### src/rtl/wake_seq_pkg.sv
package wake_seq_pkg;

   typedef enum logic [2:0] {
      ST_ACTIVE = 3'd0,
      ST_SUSP   = 3'd1,
      ST_WAKE   = 3'd2,
      ST_RUN    = 3'd3,
      ST_KDRV   = 3'd4
   } wseq_state_e;

   typedef struct packed {
      logic host;
      logic app;
   } wake_src_t;

endpackage

### src/rtl/wake_edge_sync.sv
module wake_edge_sync #(
   parameter int WIDTH  = 2,
   parameter int STAGES = 2
) (
   input  logic             clk,
   input  logic             rst_n,
   input  logic [WIDTH-1:0] din_n,
   output logic [WIDTH-1:0] fall
);

   generate
      if (STAGES < 2) begin : g_bad_stages
         $error("wake_edge_sync: STAGES must be at least 2");
      end
      if (WIDTH < 1) begin : g_bad_width
         $error("wake_edge_sync: WIDTH must be at least 1");
      end
   endgenerate

   generate
      for (genvar b = 0; b < WIDTH; b++) begin : g_bit
         logic [STAGES:0] chain_q;

         always_ff @(posedge clk or negedge rst_n) begin
            if (!rst_n) begin
               chain_q <= '1;
            end else begin
               chain_q <= {chain_q[STAGES-1:0], din_n[b]};
            end
         end

         assign fall[b] = chain_q[STAGES] & ~chain_q[STAGES-1];
      end
   endgenerate

endmodule

### src/rtl/wake_interval_timer.sv
module wake_interval_timer #(
   parameter int CLK_FREQ_HZ  = 48_000_000,
   parameter bit TEST_MODE_EN = 1'b1
) (
   input  logic clk,
   input  logic rst_n,
   input  logic clear,
   input  logic run,
   input  logic test_short,
   output logic resume_due,
   output logic kdrive_done
);

   localparam int DLY_NORM = CLK_FREQ_HZ / 200;
   localparam int DLY_TEST = CLK_FREQ_HZ / 10_000;
   localparam int KDRV_LEN = CLK_FREQ_HZ / 100;
   localparam int CNT_MAX  = DLY_NORM + KDRV_LEN;
   localparam int CW       = $clog2(CNT_MAX + 1);

   localparam logic [CW-1:0] CNT_TOP   = CW'(CNT_MAX);
   localparam logic [CW-1:0] NORM_LAST = CW'(DLY_NORM - 1);
   localparam logic [CW-1:0] TEST_LAST = CW'(DLY_TEST - 1);
   localparam logic [CW-1:0] KDRV_C    = CW'(KDRV_LEN);

   generate
      if (DLY_TEST < 2) begin : g_bad_freq
         $error("wake_interval_timer: CLK_FREQ_HZ too small for the short delay");
      end
   endgenerate

   logic [CW-1:0] cnt_q;
   logic [CW-1:0] due_at;

   generate
      if (TEST_MODE_EN) begin : g_test_sel
         assign due_at = test_short ? TEST_LAST : NORM_LAST;
      end else begin : g_fixed
         logic unused_test;
         assign unused_test = test_short;
         assign due_at      = NORM_LAST;
      end
   endgenerate

   always_ff @(posedge clk or negedge rst_n) begin
      if (!rst_n) begin
         cnt_q <= '0;
      end else if (clear) begin
         cnt_q <= '0;
      end else if (run && (cnt_q != CNT_TOP)) begin
         cnt_q <= cnt_q + 1'b1;
      end
   end

   assign resume_due  = (cnt_q >= due_at);
   assign kdrive_done = (cnt_q >= (due_at + KDRV_C));

   AST_DUE_HOLDS: assert property (@(posedge clk) disable iff (!rst_n)
      (run && !clear && resume_due && $stable(test_short)) |=> resume_due);

endmodule

### src/rtl/wake_seq_ctrl.sv
module wake_seq_ctrl
   import wake_seq_pkg::*;
(
   input  logic        clk,
   input  logic        rst_n,
   input  logic        suspend_enter,
   input  wake_src_t   src,
   input  logic        clk_stable,
   input  logic        resume_due,
   input  logic        kdrive_done,
   output wseq_state_e state,
   output logic        tmr_clear,
   output logic        tmr_run,
   output logic        rsm_set,
   output logic        sus_entry
);

   wseq_state_e state_q, state_d;
   logic        remote_q, remote_d;
   logic        any_wake;

   assign any_wake = src.host | src.app;

   always_comb begin
      state_d  = state_q;
      remote_d = remote_q;
      unique case (state_q)
         ST_ACTIVE: if (suspend_enter) state_d = ST_SUSP;
         ST_SUSP: begin
            if (any_wake) begin
               state_d  = ST_WAKE;
               remote_d = src.app & ~src.host;
            end
         end
         ST_WAKE:   if (clk_stable) state_d = ST_RUN;
         ST_RUN:    if (resume_due) state_d = remote_q ? ST_KDRV : ST_ACTIVE;
         ST_KDRV:   if (kdrive_done) state_d = ST_ACTIVE;
         default:   state_d = ST_ACTIVE;
      endcase
   end

   always_ff @(posedge clk or negedge rst_n) begin
      if (!rst_n) begin
         state_q  <= ST_ACTIVE;
         remote_q <= 1'b0;
      end else begin
         state_q  <= state_d;
         remote_q <= remote_d;
      end
   end

   assign state     = state_q;
   assign tmr_clear = (state_q == ST_SUSP) && any_wake;
   assign tmr_run   = (state_q == ST_WAKE) || (state_q == ST_RUN) || (state_q == ST_KDRV);
   assign rsm_set   = (state_q == ST_WAKE) && clk_stable;
   assign sus_entry = (state_q == ST_ACTIVE) && suspend_enter;

   AST_HOST_NO_REMOTE: assert property (@(posedge clk) disable iff (!rst_n)
      ((state_q == ST_SUSP) && src.host) |=> !remote_q);

   AST_SUSPEND_IGNORED: assert property (@(posedge clk) disable iff (!rst_n)
      ((state_q == ST_RUN) && suspend_enter) |=> (state_q != ST_SUSP));

endmodule

### src/rtl/wake_status_regs.sv
module wake_status_regs (
   input  logic clk,
   input  logic rst_n,
   input  logic rsm_set,
   input  logic resume_clr,
   input  logic resume_ie,
   input  logic sus_entry,
   input  logic unlock_cmd,
   input  logic normal_op,
   output logic resume_flag,
   output logic resume_irq,
   output logic wr_protect
);

   logic flag_q;
   logic wp_q;

   always_ff @(posedge clk or negedge rst_n) begin
      if (!rst_n) begin
         flag_q <= 1'b0;
      end else if (rsm_set) begin
         flag_q <= 1'b1;
      end else if (resume_clr) begin
         flag_q <= 1'b0;
      end
   end

   always_ff @(posedge clk or negedge rst_n) begin
      if (!rst_n) begin
         wp_q <= 1'b0;
      end else if (sus_entry) begin
         wp_q <= 1'b1;
      end else if (unlock_cmd && normal_op) begin
         wp_q <= 1'b0;
      end
   end

   assign resume_flag = flag_q;
   assign resume_irq  = flag_q & resume_ie;
   assign wr_protect  = wp_q;

   AST_SET_WINS: assert property (@(posedge clk) disable iff (!rst_n)
      rsm_set |=> flag_q);

   AST_WP_ON_SUSPEND: assert property (@(posedge clk) disable iff (!rst_n)
      sus_entry |=> wp_q);

   AST_UNLOCK_ONLY_NORMAL: assert property (@(posedge clk) disable iff (!rst_n)
      $fell(wp_q) |-> $past(unlock_cmd && normal_op));

endmodule

### src/rtl/susp_wake_seq.sv
module susp_wake_seq
   import wake_seq_pkg::*;
#(
   parameter int CLK_FREQ_HZ  = 48_000_000,
   parameter int SYNC_STAGES  = 2,
   parameter bit TEST_MODE_EN = 1'b1
) (
   input  logic clk,
   input  logic rst_n,
   input  logic suspend_enter,
   input  logic bus_k_det,
   input  logic wake_pin_n,
   input  logic cs_n,
   input  logic cs_wake_en,
   input  logic clk_stable,
   input  logic test_short,
   input  logic resume_ie,
   input  logic resume_clr,
   input  logic unlock_cmd,
   output logic osc_en,
   output logic pll_en,
   output logic clk_gate_en,
   output logic susp_ind,
   output logic resume_flag,
   output logic resume_irq,
   output logic k_drive,
   output logic normal_op,
   output logic wr_protect
);

   localparam int APP_PINS = 2;
   localparam int IDX_PIN  = 0;
   localparam int IDX_CS   = 1;

   logic [APP_PINS-1:0] pin_fall;
   wake_src_t           src;
   wseq_state_e         state;
   logic                tmr_clear, tmr_run, rsm_set, sus_entry;
   logic                resume_due, kdrive_done;

   wake_edge_sync #(
      .WIDTH  (APP_PINS),
      .STAGES (SYNC_STAGES)
   ) u_sync (
      .clk   (clk),
      .rst_n (rst_n),
      .din_n ({cs_n, wake_pin_n}),
      .fall  (pin_fall)
   );

   assign src.host = bus_k_det;
   assign src.app  = pin_fall[IDX_PIN] | (pin_fall[IDX_CS] & cs_wake_en);

   wake_seq_ctrl u_ctrl (
      .clk           (clk),
      .rst_n         (rst_n),
      .suspend_enter (suspend_enter),
      .src           (src),
      .clk_stable    (clk_stable),
      .resume_due    (resume_due),
      .kdrive_done   (kdrive_done),
      .state         (state),
      .tmr_clear     (tmr_clear),
      .tmr_run       (tmr_run),
      .rsm_set       (rsm_set),
      .sus_entry     (sus_entry)
   );

   wake_interval_timer #(
      .CLK_FREQ_HZ  (CLK_FREQ_HZ),
      .TEST_MODE_EN (TEST_MODE_EN)
   ) u_timer (
      .clk         (clk),
      .rst_n       (rst_n),
      .clear       (tmr_clear),
      .run         (tmr_run),
      .test_short  (test_short),
      .resume_due  (resume_due),
      .kdrive_done (kdrive_done)
   );

   assign osc_en      = (state != ST_SUSP);
   assign pll_en      = (state != ST_SUSP);
   assign clk_gate_en = (state == ST_RUN) || (state == ST_KDRV) || (state == ST_ACTIVE);
   assign susp_ind    = (state == ST_SUSP) || (state == ST_WAKE);
   assign normal_op   = (state == ST_KDRV) || (state == ST_ACTIVE);
   assign k_drive     = (state == ST_KDRV);

   wake_status_regs u_regs (
      .clk         (clk),
      .rst_n       (rst_n),
      .rsm_set     (rsm_set),
      .resume_clr  (resume_clr),
      .resume_ie   (resume_ie),
      .sus_entry   (sus_entry),
      .unlock_cmd  (unlock_cmd),
      .normal_op   (normal_op),
      .resume_flag (resume_flag),
      .resume_irq  (resume_irq),
      .wr_protect  (wr_protect)
   );

   AST_KDRV_IN_NORMAL: assert property (@(posedge clk) disable iff (!rst_n)
      k_drive |-> normal_op);

   AST_CLK_AFTER_OSC: assert property (@(posedge clk) disable iff (!rst_n)
      clk_gate_en |-> (osc_en && pll_en));

   AST_FLAG_AT_RESUME: assert property (@(posedge clk) disable iff (!rst_n)
      $fell(susp_ind) |-> resume_flag);

   AST_IRQ_MASKED: assert property (@(posedge clk) disable iff (!rst_n)
      resume_irq |-> resume_ie);

   AST_SUSP_LOCKS: assert property (@(posedge clk) disable iff (!rst_n)
      $rose(susp_ind) |-> wr_protect);

endmodule

### config.mk
export PLATFORM = sky130hd
export DESIGN_NAME = susp_wake_seq
export DESIGN_NICKNAME = d
export VERILOG_FILES = /design/src/rtl/wake_seq_pkg.sv /design/src/rtl/wake_edge_sync.sv /design/src/rtl/wake_interval_timer.sv /design/src/rtl/wake_seq_ctrl.sv /design/src/rtl/wake_status_regs.sv /design/src/rtl/susp_wake_seq.sv
export SDC_FILE = /design/constraint.sdc
export NUM_CORES = 1
export LEC_CHECK = 0
export BUFFER_PORTS_ARGS = -buffer_cell sky130_fd_sc_hd__buf_4
export CAP_MARGIN = 15
export CORE_MARGIN = 2
export CORE_UTILIZATION = 39
export CTS_BUF_LIST = sky130_fd_sc_hd__clkbuf_4 sky130_fd_sc_hd__clkbuf_8
export DETAILED_ROUTE_END_ITERATION = 10
export HOLD_SLACK_MARGIN = 0.1
export PLACE_DENSITY = 0.55
export SYNTH_ARGS = -nofsm -noshare
export SYNTH_HDL_FRONTEND = slang
export SYNTH_SLANG_ARGS = --single-unit
### constraint.sdc
create_clock -name clk -period 3.3 [get_ports clk]
set_input_delay 0.66 -clock clk [delete_from_list [all_inputs] [get_ports clk]]
set_output_delay 0.66 -clock clk [all_outputs]
set_load 0.02 [all_outputs]
==> reports/results.txt <==
The max-slew violation count is 0, and the number of nets in the finished design is 254. STA classifies the critical path endpoint as a flip-flop. The logs give 7040 um for the first-pass GRT wire length and 231 for the total nets after synthesis.

The tools report the relative contribution of the clock network to total power as 0.263. No sink is reached through more buffers than the 2 on the longest clock path. Kind of start point of the critical path: a primary input. The tools report the count of inserted antenna diode cells as 0.

Walking the worst path, the cells encountered are buf_4, inv_1, ha_1, a21oi_1, nand3b_1, a2111oi_2, nor2_1, and3_1, a31o_1. The Yosys step of the flow raised 0 warnings. The ratio of total power to cell area was 609 nW/um2; the via count of the first global-routing pass was 1495. Clock-pin slew was measured on the worst setup and hold paths at 70 ps. After synthesis, the cell types taking the most area are dfrtp_1, ha_1, dfstp_2. In this run the worst path has a maximum fanout of 10. Share of the cycle needed by the critical path after routing: 0.684. The post-synthesis sequential area ratio is 0.401, and the I/O pin total is 21.

The number of failing hold endpoints at the final stage came out at 0. The number of placement rows was 26; the post-cts resize count was 0. The detail route stage leaves a number of antenna-violating nets equal to 0. The tools report the total number of vias as 1501.

Data on the critical path arrives at its endpoint at 2430 ps. The combinational group share of total power is 0.366. After synthesis the netlist holds a flip-flop and latch count of 32.

The clock net in this run drives a total of 32 sinks. The startpoint identified for the worst register-to-register timing path is u_timer.cnt_q[9]. The fraction of power spent switching nets was 0.364; the post-placement worst setup slack was 760 ps. For this design, the slowest cell found on the critical path is a2111oi_2. The floorplan step defined a core boundary enclosing 5040 um2. The clock skew after layout is 5.90 ps, and the worst vdd rail ir drop is 0.232 mV. The async set-reset flop share out of synthesis is 1.00. The average footprint of a synthesized cell came out at 9.97 um2. The tool flagged a number of max-cap violations equal to 0. The number of remaining DRC errors was 0; the worst hold slack after final layout was 299 ps. Ranked by instance count, the synthesized netlist is headed by dfrtp_1, nor2_1, ha_1, inv_1. TritonCTS built the clock tree. The sum of net half-perimeters after detailed placement was 3040 um; the share of the synthesized area in the top cell type was 0.323.

Among all flip-flop cells after synthesis, the most frequent one is dfrtp_1. The initial antenna violation count is 0, and the pin count of the biggest net entering global routing is 33. For the filler-free cell count of the finished design, the log shows 296. The cell with the most instances after synthesis is dfrtp_1. Counting flops with a built-in enable in the synthesized netlist gives 0. Summed over all nets, the switching power comes to 518 uW. The placer's final routability congestion estimate is 0.843, and the worst reg2reg path depth is 6.

The maximum operating frequency was 443 MHz; the portion of total power attributed to sequential cells was 0.371. The endpoint identified for the worst register-to-register timing path is u_timer.cnt_q[6]. In this run, CTS created clock tree buffers numbering 5.

By startpoint and endpoint, the worst setup path is classified as in2reg. For this block, the initial DRC count from the detailed router was 52. In this run the register-to-register setup slack is 1120 ps. The logs give 5760 um2 for the die area and 4080 um for the wire length reported by the detailed router. The maximum level of the CTS H-tree was 2; the internal cell power was 905 uW. Post-synthesis cell type with the largest combined area: dfrtp_1.

The clock latency of the later-clocked register in the worst-skew pair came out at 280 ps. CTS placed an instance of clkbuf_8 at the clock tree root. The number of different library cells used by synthesis comes to 50. The final sum of negative setup slack was 0 ps; the number of input and output port buffers inserted was 20.

Using the TritonRoute via totals, the vias-per-cell ratio works out to 5.07. Normalized max-slew margin: 0.449. After layout, the worst setup slack is 1040 ps. Including well taps, the total number of placed cells is 288.

The combined global-route utilization of all metal layers came out at 0.164. The run gives 0.400 as the initial core utilization. The tools report the startpoint of the worst setup timing path as test_short.

The leakage component of the power is 1.07 nW. The total grt overflow is 0. Buffers inserted to repair hold after CTS numbered 0. Buffers added to address setup during post-CTS repair amount to 0. The synthesized netlist occupies a cell area of 2010 um2.

The most critical setup path has its endpoint at u_ctrl.state[1]. Setup repair after global routing left no endpoint under its margin. The first TritonRoute pass finished after 4 iterations. Class of the worst hold path: in2async.

The area added between synthesis and finish came out at 15.9%. The run finished with clean final reports. The x dimension of the die is 75.9 um, and the clock period minus final worst setup slack is 2260 ps. At the pin with the least slew margin, the transition time is 826 ps. Setup violations remaining at the end of the flow were counted as 0.

The die height was 75.9 um. Synthesis produced a netlist whose cell count is 202. On the worst path, the slowest cell contributes a delay of 340 ps. The final core utilization is 0.463, and the fraction of final layout cells with drive strength greater than 1 is 0.221. The critical path required time is 3470 ps, and the average wire per standard cell is 13.8 um.
## worst min-delay path by stage
stage | from | cells after the start | endpoint | slack [ps]
detailed placement | u_sync.g_bit[1].chain_q[0] | 0 | u_sync.g_bit[1].chain_q[1] | 350
CTS | rst_n | 1 | u_regs.resume_flag | 320
floorplan | u_sync.g_bit[0].chain_q[0] | 0 | u_sync.g_bit[0].chain_q[1] | 350
global placement | u_sync.g_bit[1].chain_q[0] | 0 | u_sync.g_bit[1].chain_q[1] | 350
finish | rst_n | 1 | u_regs.resume_flag | 300
global route | rst_n | 1 | u_regs.wr_protect | 340
## placed cells by master, fill, tap and decap left out, drive strengths merged, types with 2 or more instances in the layout
cell type,n
a2111oi,2
a211o,2
a21o,2
a21oi,5
a31o,2
and2,2
and3,6
buf,21
clkbuf,6
dfrtp,26
dfstp,6
ha,17
inv,14
mux2i,2
nand2,13
nand3,9
nand3b,3
nand4,5
nand4b,2
nor2,28
nor2b,2
nor3,6
nor4,3
nor4b,2
o21ai,6
xnor2,13
xor2,5
## power by group through the flow
stage / Clock (mW) / Combinational [mW] / Sequential [mW]
global placement: 0 / 0.530 / 0.535
floorplan: 0 / 0.385 / 0.519
finish: 0.374 / 0.521 / 0.528
detailed placement: 0 / 0.529 / 0.535
CTS: 0.386 / 0.531 / 0.529
global route: 0.402 / 0.588 / 0.539
## state kept, by name, indices dropped and copies added, names as in the netlist
| signal | cells |
|---|---|
| u_regs.resume_flag | 1 |
| u_timer.cnt_q | 20 |
| u_sync.g_bit.chain_q | 6 |
| u_ctrl.state | 3 |
| u_ctrl.remote_q | 1 |
| u_regs.wr_protect | 1 |
## worst max-delay path, delay by kind of cell
| family | cells | cell delay (ps) |
|---|---|---|
| adders and majority gates | 1 | 300 |
| AOI/OAI and AO/OA | 3 | 720 |
| and+or+nand+nor | 3 | 400 |
| buffers and inverters | 2 | 350 |
## cells by family (layout without fill, tap and decap cells)
group | Yosys count | in the layout | synth area share
AOI/OAI and AO/OA | 28 | 28 | 0.113
xor gates and xnor gates | 18 | 18 | 0.0783
adders and majority gates | 17 | 17 | 0.106
buffers and inverters | 19 | 43 | 0.0441
DFF | 32 | 32 | 0.401
muxes | 2 | 2 | 0.00994
and+or+nand+nor | 86 | 86 | 0.248
## through the flow
stage / total power, mW / instance area, um2
2_1_floorplan: 0.904 / 2010
3_3_place_gp: 1.07 / 2220
3_5_place_dp: 1.06 / 2220
4_1_cts: 1.45 / 2330
5_1_grt: 1.53 / 2330
6_report: 1.42 / 2330
## area by class of cell
cell class                      count  area (um2)
Fill cell                         479        2710
Tap cell                           70        87.6
Timing Repair Buffer               21         158
Clock buffer                        6        76.3
Clock inverter                      2        35.0
Multi-Input combinational cell    151        1120
Inverter                           14        52.6
Sequential cell                    32         808
## metal layers
metal  part of all wire  GRT usage  vias to the layer above
met2               0.45      0.250                       21
met5                  0          0                        -
met3              0.034     0.0344                        8
li1                   -          -                      760
met4              0.020     0.0663                        0
met1               0.49      0.227                      712
Note: power is estimated with default switching activity, not from simulation.
